`config.mk`:
```
export PLATFORM = sky130hd
export DESIGN_NAME = cache2w_ctrl
export DESIGN_NICKNAME = d
export VERILOG_FILES = /design/src/rtl/cache2w_pkg.sv /design/src/rtl/cache2w_tags.sv /design/src/rtl/cache2w_data.sv /design/src/rtl/cache2w_ctrl.sv
export SDC_FILE = /design/constraint.sdc
export NUM_CORES = 2
export LEC_CHECK = 0
export BUFFER_PORTS_ARGS = -buffer_cell sky130_fd_sc_hd__buf_4
export CORE_MARGIN = 5
export CORE_UTILIZATION = 65
export CTS_CLUSTER_SIZE = 30
export DETAILED_ROUTE_END_ITERATION = 6
export GPL_TIMING_DRIVEN = 0
export PLACE_DENSITY = 0.82
export REMOVE_ABC_BUFFERS = 1
export SLEW_MARGIN = 20
export SYNTH_ARGS = -nofsm -noshare
export SYNTH_HDL_FRONTEND = slang
export SYNTH_SLANG_ARGS = --single-unit
```
`constraint.sdc`:
```
create_clock -name clk_i -period 15.6 [get_ports clk_i]
set_input_delay 0.78 -clock clk_i [delete_from_list [all_inputs] [get_ports clk_i]]
set_output_delay 0.78 -clock clk_i [all_outputs]
set_load 0.01 [all_outputs]
```
`src/rtl/cache2w_pkg.sv`:
```
package cache2w_pkg;
  typedef enum logic [2:0] {
    S_IDLE, S_LOOKUP, S_EVICT, S_FILL, S_MWR, S_MRD, S_SCAN, S_SCAN_WR
  } cst_e;
endpackage

```
`src/rtl/cache2w_tags.sv`:
```
module cache2w_tags #(
  parameter int SET_W = 4,
  parameter int TAG_W = 18
) (
  input  logic                  clk_i,
  input  logic                  rst_ni,
  input  logic [SET_W-1:0]      set_i,
  input  logic [TAG_W-1:0]      tag_i,
  output logic                  hit_o,
  output logic                  hit_way_o,
  output logic                  vict_way_o,
  output logic [1:0]            way_valid_o,
  output logic [1:0]            way_dirty_o,
  output logic [1:0][TAG_W-1:0] way_tag_o,
  input  logic                  upd_i,
  input  logic                  upd_way_i,
  input  logic [TAG_W-1:0]      upd_tag_i,
  input  logic                  upd_dirty_i,
  input  logic                  touch_i,
  input  logic                  touch_way_i,
  input  logic                  clear_i
);
  localparam int NSETS = 1 << SET_W;

  logic [TAG_W-1:0] tag_q   [NSETS][2];
  logic [1:0]       valid_q [NSETS];
  logic [1:0]       dirty_q [NSETS];
  logic [1:0]       use_q   [NSETS];
  logic [1:0]       match;

  for (genvar w = 0; w < 2; w++) begin : g_way
    assign way_tag_o[w] = tag_q[set_i][w];
    assign match[w]     = valid_q[set_i][w] && (tag_q[set_i][w] == tag_i);
  end

  assign way_valid_o = valid_q[set_i];
  assign way_dirty_o = dirty_q[set_i];
  assign hit_o       = |match;
  assign hit_way_o   = match[1];
  // invalid way 0 first, then invalid way 1, then the way with USE clear
  assign vict_way_o  = valid_q[set_i][0] & (~valid_q[set_i][1] | use_q[set_i][0]);

  always_ff @(posedge clk_i) begin
    if (upd_i) tag_q[set_i][upd_way_i] <= upd_tag_i;
  end

  always_ff @(posedge clk_i or negedge rst_ni) begin
    if (!rst_ni) begin
      for (int s = 0; s < NSETS; s++) begin
        valid_q[s] <= '0;
        dirty_q[s] <= '0;
        use_q[s]   <= '0;
      end
    end else begin
      if (clear_i) begin
        for (int s = 0; s < NSETS; s++) begin
          valid_q[s] <= '0;
          dirty_q[s] <= '0;
        end
      end else if (upd_i) begin
        valid_q[set_i][upd_way_i] <= 1'b1;
        dirty_q[set_i][upd_way_i] <= upd_dirty_i;
      end
      if (touch_i) begin
        use_q[set_i][touch_way_i]  <= 1'b1;
        use_q[set_i][!touch_way_i] <= 1'b0;
      end
    end
  end

  AST_NO_DUP_TAG: assert property (@(posedge clk_i) disable iff (!rst_ni)
    !(valid_q[set_i][0] && valid_q[set_i][1] && tag_q[set_i][0] == tag_q[set_i][1]));
  AST_INV_CLEAR: assert property (@(posedge clk_i) disable iff (!rst_ni)
    clear_i |=> way_valid_o == 2'b00);
endmodule

```
`src/rtl/cache2w_data.sv`:
```
module cache2w_data #(
  parameter int SET_W  = 4,
  parameter int DATA_W = 32
) (
  input  logic                   clk_i,
  input  logic [SET_W-1:0]       set_i,
  output logic [1:0][DATA_W-1:0] rdata_o,
  input  logic                   we_i,
  input  logic                   way_i,
  input  logic [DATA_W-1:0]      wdata_i
);
  localparam int NSETS = 1 << SET_W;

  logic [DATA_W-1:0] line_q [NSETS][2];

  for (genvar w = 0; w < 2; w++) begin : g_rd
    assign rdata_o[w] = line_q[set_i][w];
  end

  always_ff @(posedge clk_i) begin
    if (we_i) line_q[set_i][way_i] <= wdata_i;
  end
endmodule

```
`src/rtl/cache2w_ctrl.sv`:
```
module cache2w_ctrl
  import cache2w_pkg::*;
#(
  parameter int ADDR_W = 24,
  parameter int DATA_W = 32,
  parameter int SET_W  = 4
) (
  input  logic                      clk_i,
  input  logic                      rst_ni,
  input  logic                      req_i,
  input  logic                      we_i,
  input  logic [ADDR_W-1:0]         addr_i,
  input  logic [DATA_W-1:0]         wdata_i,
  input  logic                      nwt_i,
  input  logic                      cd_i,
  input  logic                      inv_i,
  input  logic                      flush_i,
  output logic                      ready_o,
  output logic                      ack_o,
  output logic [DATA_W-1:0]         rdata_o,
  output logic                      mem_req_o,
  output logic                      mem_we_o,
  output logic [ADDR_W-3:0]         mem_addr_o,
  output logic [DATA_W-1:0]         mem_wdata_o,
  input  logic [DATA_W-1:0]         mem_rdata_i,
  input  logic                      mem_ack_i
);
  localparam int OFF_W = 2;
  localparam int BLK_W = ADDR_W - OFF_W;
  localparam int TAG_W = BLK_W - SET_W;

  cst_e st_q, st_d;
  logic [BLK_W-1:0]  blk_q;
  logic              we_q, nwt_q, cd_q, vict_q, vict_d, ack_q, ack_d;
  logic [DATA_W-1:0] wdata_q, rdata_q, rdata_d;
  logic [SET_W:0]    scan_q, scan_d;

  logic                  hit, hit_way, vict_way;
  logic [1:0]            way_valid, way_dirty;
  logic [1:0][TAG_W-1:0] way_tag;
  logic [1:0][DATA_W-1:0] line_rd;
  logic                  tag_upd, upd_way, upd_dirty, touch, touch_way, clr;
  logic                  dat_we, dat_way;
  logic [DATA_W-1:0]     dat_wdata;
  logic                  scanning;
  logic [SET_W-1:0]      idx_set;
  logic                  unused_off;

  assign unused_off = ^addr_i[OFF_W-1:0]; // word port: offset selects nothing
  assign scanning   = (st_q == S_SCAN) || (st_q == S_SCAN_WR);
  assign idx_set    = scanning ? scan_q[SET_W:1] : blk_q[SET_W-1:0];

  cache2w_tags #(.SET_W(SET_W), .TAG_W(TAG_W)) u_tags (
    .clk_i, .rst_ni, .set_i(idx_set), .tag_i(blk_q[BLK_W-1:SET_W]),
    .hit_o(hit), .hit_way_o(hit_way), .vict_way_o(vict_way),
    .way_valid_o(way_valid), .way_dirty_o(way_dirty), .way_tag_o(way_tag),
    .upd_i(tag_upd), .upd_way_i(upd_way), .upd_tag_i(blk_q[BLK_W-1:SET_W]),
    .upd_dirty_i(upd_dirty), .touch_i(touch), .touch_way_i(touch_way), .clear_i(clr)
  );

  cache2w_data #(.SET_W(SET_W), .DATA_W(DATA_W)) u_data (
    .clk_i, .set_i(idx_set), .rdata_o(line_rd),
    .we_i(dat_we), .way_i(dat_way), .wdata_i(dat_wdata)
  );

  always_comb begin
    st_d = st_q;  vict_d = vict_q;  scan_d = scan_q;
    ack_d = 1'b0; rdata_d = rdata_q;
    tag_upd = 1'b0; upd_way = hit_way; upd_dirty = 1'b0;
    touch = 1'b0; touch_way = hit_way; clr = 1'b0;
    dat_we = 1'b0; dat_way = hit_way; dat_wdata = wdata_q;
    mem_req_o = 1'b0; mem_we_o = 1'b0; mem_addr_o = blk_q; mem_wdata_o = wdata_q;
    unique case (st_q)
      S_IDLE: begin
        if (flush_i) begin scan_d = '0; st_d = S_SCAN; end
        else if (inv_i) clr = 1'b1;
        else if (req_i) st_d = S_LOOKUP;
      end
      S_LOOKUP: begin
        if (cd_q) st_d = we_q ? S_MWR : S_MRD;
        else if (hit) begin
          touch = 1'b1;
          if (we_q) begin
            dat_we = 1'b1;
            if (nwt_q) begin
              tag_upd = 1'b1; upd_dirty = 1'b1; ack_d = 1'b1; st_d = S_IDLE;
            end else st_d = S_MWR;
          end else begin
            rdata_d = line_rd[hit_way]; ack_d = 1'b1; st_d = S_IDLE;
          end
        end else if (we_q && !nwt_q) st_d = S_MWR;
        else begin
          vict_d = vict_way;
          st_d = (way_valid[vict_way] && way_dirty[vict_way]) ? S_EVICT : S_FILL;
        end
      end
      S_EVICT: begin
        mem_req_o = 1'b1; mem_we_o = 1'b1;
        mem_addr_o = {way_tag[vict_q], blk_q[SET_W-1:0]};
        mem_wdata_o = line_rd[vict_q];
        if (mem_ack_i) st_d = S_FILL;
      end
      S_FILL: begin
        mem_req_o = 1'b1;
        if (mem_ack_i) begin
          tag_upd = 1'b1; upd_way = vict_q; upd_dirty = we_q;
          touch = 1'b1; touch_way = vict_q;
          dat_we = 1'b1; dat_way = vict_q;
          dat_wdata = we_q ? wdata_q : mem_rdata_i;
          rdata_d = mem_rdata_i; ack_d = 1'b1; st_d = S_IDLE;
        end
      end
      S_MWR: begin
        mem_req_o = 1'b1; mem_we_o = 1'b1;
        if (mem_ack_i) begin ack_d = 1'b1; st_d = S_IDLE; end
      end
      S_MRD: begin
        mem_req_o = 1'b1;
        if (mem_ack_i) begin rdata_d = mem_rdata_i; ack_d = 1'b1; st_d = S_IDLE; end
      end
      S_SCAN: begin
        if (way_valid[scan_q[0]] && way_dirty[scan_q[0]]) st_d = S_SCAN_WR;
        else if (&scan_q) begin clr = 1'b1; st_d = S_IDLE; end
        else scan_d = scan_q + 1'b1;
      end
      S_SCAN_WR: begin
        mem_req_o = 1'b1; mem_we_o = 1'b1;
        mem_addr_o = {way_tag[scan_q[0]], scan_q[SET_W:1]};
        mem_wdata_o = line_rd[scan_q[0]];
        if (mem_ack_i) begin
          if (&scan_q) begin clr = 1'b1; st_d = S_IDLE; end
          else begin scan_d = scan_q + 1'b1; st_d = S_SCAN; end
        end
      end
      default: st_d = S_IDLE;
    endcase
  end

  always_ff @(posedge clk_i or negedge rst_ni) begin
    if (!rst_ni) begin
      st_q <= S_IDLE; blk_q <= '0; we_q <= 1'b0; nwt_q <= 1'b0; cd_q <= 1'b0;
      wdata_q <= '0; rdata_q <= '0; ack_q <= 1'b0; vict_q <= 1'b0; scan_q <= '0;
    end else begin
      st_q <= st_d; vict_q <= vict_d; scan_q <= scan_d;
      ack_q <= ack_d; rdata_q <= rdata_d;
      if (st_q == S_IDLE && st_d == S_LOOKUP) begin
        blk_q <= addr_i[ADDR_W-1:OFF_W]; we_q <= we_i; wdata_q <= wdata_i;
        nwt_q <= nwt_i; cd_q <= cd_i;
      end
    end
  end

  assign ready_o = (st_q == S_IDLE);
  assign ack_o   = ack_q;
  assign rdata_o = rdata_q;

  AST_MEM_HOLD: assert property (@(posedge clk_i) disable iff (!rst_ni)
    mem_req_o && !mem_ack_i |=> mem_req_o && $stable(mem_addr_o) && $stable(mem_we_o)
                                && $stable(mem_wdata_o));
  AST_EVICT_DIRTY: assert property (@(posedge clk_i) disable iff (!rst_ni)
    st_q == S_EVICT |-> way_valid[vict_q] && way_dirty[vict_q]);
  AST_WT_NO_DIRTY: assert property (@(posedge clk_i) disable iff (!rst_ni)
    tag_upd && upd_dirty |-> nwt_q);
  AST_CD_NO_ALLOC: assert property (@(posedge clk_i) disable iff (!rst_ni)
    st_q == S_LOOKUP && cd_q |-> !tag_upd && !touch && !dat_we);
  AST_BUSY_NOT_READY: assert property (@(posedge clk_i) disable iff (!rst_ni)
    mem_req_o |-> !ready_o);
  AST_ACK_PULSE: assert property (@(posedge clk_i) disable iff (!rst_ni)
    ack_o |=> !ack_o);
endmodule

```
======== Yosys cells after proc, flatten, opt, wreduce, memory -nomap -nowiden ========
Memory sizes are Yosys's and may differ from the RTL's.
Index checks and enable logic that the tools add are counted.
storage, ports and cells
  bits in registers ....................... 195
  bits in latches ......................... 0
  RAM bits ................................ 1600
  ROM bits ................................ 0
  word-level logic and storage cells ...... 238
  memories kept ........................... 2
memory list
  name           words  width  rd ports  clocked after memory_dff  write ports  RTL line            RTL
  u_data.line_q  16     64     1         0                         1            cache2w_data.sv:14  logic [DATA_W-1:0] line_q [NSETS][2];
  u_tags.tag_q   16     36     1         0                         1            cache2w_tags.sv:25  logic [TAG_W-1:0] tag_q [NSETS][2];
cells by class
  $add $sub $neg .......................... 1
  multiply operators ...................... 0
  div/mod/pow operators ................... 0
  magnitude comparators ................... 12
  equal/unequal tests ..................... 17
  shift operators ......................... 0
  multiplexer cells ....................... 110
  bitwise operators ....................... 12
  reduce and logical (&&, ||, !) cells .... 26
operator list
  cell                count
  $mux 32             18
  $pmux 32 s2         2
  $mux 18             5
  $mux 64             1
  $or 32x32->32       2
  $pmux 22 s2         1
  $mux 3              14
  $mux 1              39
  $eq 18x18->1        2
  $mux 36             1
  $and 32x32->32      1
  $bwmux 32           1
  $demux 32 s1        1
  $not 32->32         1
  $bmux 2 s4          3
  $mux 5              4
  $demux 18 s1        1
  $pmux 3 s6          1
  $demux 2 s4         2
  $pmux 5 s3          1
  $eq 3x3->1 const B  4
  $lt 1x2->1 const B  6
  $mux 2              6
  $ne 2x2->1 const B  6
  29 further kinds    55

======== Longest topological paths before layout ========
  word-level depth ........................ 20
  gate-level depth with buffers ........... 21
  gate-level depth less buffers ........... 12

======== By module ========
From an unflattened synthesis, not the netlist that was laid out.
unflattened totals
  cells, all modules ...................... 3677
  area total of the unflattened synthesis .. 71604.9 µm²
modules (own cells, without submodules)
  module        times used  cells each  area each (µm²)  seq. area each (µm²)
  cache2w_data  1           1612        38453.1          30749.5
  cache2w_tags  1           1496        27034.7          19298.5
  cache2w_ctrl  1           569         6117.1           2477.4

======== Worst setup path after synthesis ========
OpenSTA, ideal clock, no wires.
  path kind ............................... register to register
  from .................................... register st_q[1]
  to ...................................... memory u_data.line_q[13][33] (netlist name), enable pin
  setup time .............................. 421 ps
  arrival time ............................ 4873 ps
  data required time ...................... 15179 ps
  path slack .............................. 10306 ps
  stages on the path, launching flop included .. 18
  clock period less this slack ............ 5294 ps
  cells stage by stage .................... dfrtp_1 -> buf_6 -> a21bo_2 -> buf_4 -> nand2_4 -> buf_6 -> buf_6 -> buf_6 -> mux2i_1 -> o22ai_1 -> or4_1 -> xor2_1 -> nor4b_1 -> and4b_1 -> a41oi_2 -> buf_4 -> buf_2 -> nor2_1
on the way
  word-level cells in the longest chain between the ends .. 16
RTL lines
  what                                                    RTL line             RTL
  start: declaration                                      cache2w_ctrl.sv:32   cst_e st_q, st_d;
  start signal: assignment                                cache2w_ctrl.sv:144  st_q <= st_d; vict_q <= vict_d; scan_q <= scan_d;
  branches (longest 16 deep; another with $mem_v2 16x36)  n/a
  end: declaration                                        cache2w_data.sv:14
Several ways; the timed one is not identified. The select of a mux whose other input is x is not followed.

======== Final worst setup path ========
  from .................................... register st_q[1]
  to ...................................... memory u_tags.tag_q[10][30] (netlist name), enable pin
on the way
  word-level cells in the longest chain between the ends .. 16
RTL lines
  what                                                    RTL line
  branches (longest 16 deep; another with $mem_v2 16x36)  n/a
  end: declaration                                        cache2w_tags.sv:25
Several ways; the timed one is not identified. The select of a mux whose other input is x is not followed.

==> out/metrics.yaml <==
run_status:
  run_status: "complete, but fails checks"
  violations: "DRC"
synth:
  syn_avg_cell_area_um2: 13.11
  synth_flop_cell: "edfxtp_1"
  synthArstFlopShare_pct: 10.06
  ys_types: 86
  syn_area_um2: 75450
  synth.yosys.seq_area_share_pct: 69.62
  ys_warn_count: 0
  syn_inst: 5755
  ys_seq_elements: 1779
  synth-edff-count: 1600
power:
  p_per_area_nw_per_um2: 210.1
  vdd_drop_max_uv: 148.5
  p_total_mw: 18.41
  p_leak_nw: 30.91
detailed_routing:
  dr_total_vias: 55530
  ant_nets: 0
  drt-wirelength-per-cell_um: 31.66
  first_iter_violations: 11170
  vias_per_cell: 7.316
  dr.pass1.iters: 7
  routed_wirelength_um: 240300
  drc: 105
critical_path:
  required_ns: 15.76
  critPathArrivalTime_ns: 8.93
  worstSetupStartpointType: "flip-flop"
  crit_type: "flip-flop to flip-flop"
  critPathLaunch: "st_q[1]"
  cpLargestDelayFamily: "simple AND/OR/NAND/NOR gates"
  max_stage_delay_ns: 1.00
  crit_buf_inv: 3
  critPathSlowestCell: "clkinv_1"
  critPathMaxFanout: 54
  reg2reg_from: "st_q[1]"
  endpoint_kind: "flip-flop"
  path_cells: "nand3_2 -> nand2_8 -> buf_16 -> mux2i_1 -> o22ai_1 -> or3_1 -> nor4_1 -> xnor2_1 -> nor4_2 -> nand4_4 -> a41oi_4 -> buf_16 -> or3_1 -> clkinv_1"
placement:
  gp_congestion: 0.9320
  place_ws_ns: 7.614
  dp_hpwl_um: 137600
  dp.cells: 7265
  portBuffers: 184
  dpl_cell_area_um2: 82030
cts:
  clockBufferDepth: 3
  clk_latency_ns: 0.82
  ctsRootBufferMaster: "clkbuf_16"
  htree_levels: 4
  cts_buffers: 173
  cts_tree: "built"
  cts_num_sinks: 1779
  post_cts_resized: 0
  clk_pin_slew_worst_paths_ns: 0.07
layout:
  nNetsFinal: 6016
  area_growth_syn_to_layout_pct: 16.11
  drive_gt1_share_pct: 16.79
  nFillCells: 6054
  stdcell_count: 7590
  final_cell_area_um2: 87610
sta:
  fin_ws_ns: 6.833
  fin_setup_tns_ns: 0
  rsz0062_at_grt: "false"
  fin_skew_ns: 0.05745
  setup_violations: 0
  clock.fmax_mhz: 114.1
  tightest_slew_ns: 1.234
  hold_violations: 0
  period_minus_slack_ns: 8.767
  slew_headroom_pct: 17.22
  fin_crit_sh_pct: 56.20
  maxSlewViolCount: 0
job:
  drv_cap: 0
global_routing:
  grt_overflow: 0
  track_usage_pct: 38.44
  grt_start_max_net_pins: 116
  antenna_found_initial: 3
  grt_pass1_wl_um: 347400
  grt_pass1_vias: 54650
die:
  die-area_um2: 123000
  io_pins: 187
  start_util_pct: 65.19
  die_y_um: 350.7
  die_w_um: 350.7
  num_rows: 125
  coreArea_um2: 115700
worst_hold_path:
  hold_start: "addr_i[15]"
  hold_class: "input pin to flip-flop"
[routing by layer]
metal	up-vias	GRT usage, %	routed length, um	part of all wire (%)
li1	21910	-	-	-
met1	26300	47.14	75340	31
met2	5658	58.44	106700	44
met3	1652	13.41	37220	15
met4	8	25.29	20870	8.7
met5	-	0.6672	177	0.074
[placed cells by master (no fill, tap or decap), types with 42 or more instances in the layout]
master	synthesis	routed
a31o_2	67	67
buf_16	0	102
mux2i_1	268	267
a311oi_1	137	137
o221ai_1	42	42
nor2_1	171	134
dfrtp_1	179	158
a21oi_1	117	117
nand2_1	1263	1261
and3_1	96	96
buf_8	0	44
buf_12	0	42
clkbuf_1	242	50
edfxtp_1	1600	1600
o21ai_0	69	68
mux2_2	169	168
nand3_1	576	575
clkbuf_16	0	177
a211oi_1	42	42
buf_4	21	187
o211ai_1	48	48
o22ai_1	58	58
[cells by family (layout without fill, tap and decap cells)]
logic type	count (synthesis)	count (layout)	synth area share, %
other cells	0	2	0
compound gates	744	744	7.288
flops	1779	1779	69.62
simple gates	2322	2322	13.88
mux	448	448	6.361
buf+inv	434	743	2.516
fa+ha+maj	2	2	0.03316
xor+xnor	26	26	0.3018
[through the flow]
step | hold WS (ns) | utilization, %
finish | 0.1978 | 75.70
global route | 0.1926 | 75.69
CTS | 0.1787 | 75.68
global placement | 0.4671 | 66.50
detailed placement | 0.4796 | 70.87
floorplan | 0.4578 | -
[layout make-up]
| class | count | area, um2 | share of cell area [%] |
|---|---|---|---|
| well taps | 1524 | 1907 | 2.177 |
| flip-flops and latches | 1779 | 52560 | 59.99 |
| clock inverters | 85 | 792.0 | 0.9040 |
| diodes | 2 | 5.005 | 0.005713 |
| inverters | 34 | 127.6 | 0.1457 |
| multi-input cells | 3542 | 21620 | 24.68 |
| repair buffers | 387 | 5847 | 6.674 |
| clock buffers | 237 | 4755 | 5.427 |
[final timing paths]
path	to	cells after the start	slack [ns]
min reg2reg	u_tags.valid_q[7]	1	0.50
min in group asynchronous	wdata_q[28]	2	0.53
max reg2reg	u_tags.tag_q[10][30]	14	6.83
max	u_tags.tag_q[10][30]	14	6.83
max in group asynchronous	blk_q[0]	3	14.15
min	blk_q[13]	2	0.20
[sequential cells by signal (all words and copies together) (netlist names), named ones only]
| signal | cells |
|---|---|
| blk_q | 22 |
| scan_q | 5 |
| u_data.line_q | 1024 |
| u_tags.tag_q | 576 |
| vict_q | 1 |
| cd_q | 1 |
| u_tags.dirty_q | 32 |
| wdata_q | 32 |
| u_tags.valid_q | 32 |
| rdata_o | 32 |
| ack_o | 1 |
| nwt_q | 1 |
| we_q | 1 |
| st_q | 3 |
[cell usage after synthesis (all sizes together) (12+ instances only)]
cell / n / share of area [%]
nor4: 14 / 0.18
nand2: 1269 / 6.3
inv: 34 / 0.17
or2: 17 / 0.14
a311oi: 137 / 1.6
nor2: 172 / 0.87
o221ai: 42 / 0.49
a31o: 68 / 0.79
o22ai: 58 / 0.48
nor3: 62 / 0.68
a21oi: 117 / 0.78
dfrtp: 179 / 5.9
a211oi: 42 / 0.42
o32ai: 18 / 0.21
a22oi: 12 / 0.13
o31ai: 12 / 0.12
o211ai: 48 / 0.48
nand3: 577 / 3.8
clkbuf: 242 / 1.2
a31oi: 14 / 0.12
mux2i: 268 / 3.6
and3: 96 / 0.80
buf: 158 / 1.1
nor2b: 36 / 0.30
nand4: 22 / 0.19
o21a: 32 / 0.32
xnor2: 13 / 0.15
a221oi: 17 / 0.20
mux2: 172 / 2.6
edfxtp: 1600 / 64
o21ai: 76 / 0.51
xor2: 13 / 0.15
[power by group]
group / leakage (nW) / switching [mW] / internal [mW]
combinational: 11.4 / 5.02 / 2.64
sequential: 16.8 / 0.501 / 6.08
clock: 2.71 / 1.84 / 2.33
total: 30.9 / 7.36 / 11.0
[repair_timing]
action / 4_1_cts / 5_1_grt
hold endpoints to repair: 9 / 0
hold buffers: 1 / 0
buffers inserted: 0 / 0
No activity file was read; power rests on OpenSTA's default activity.
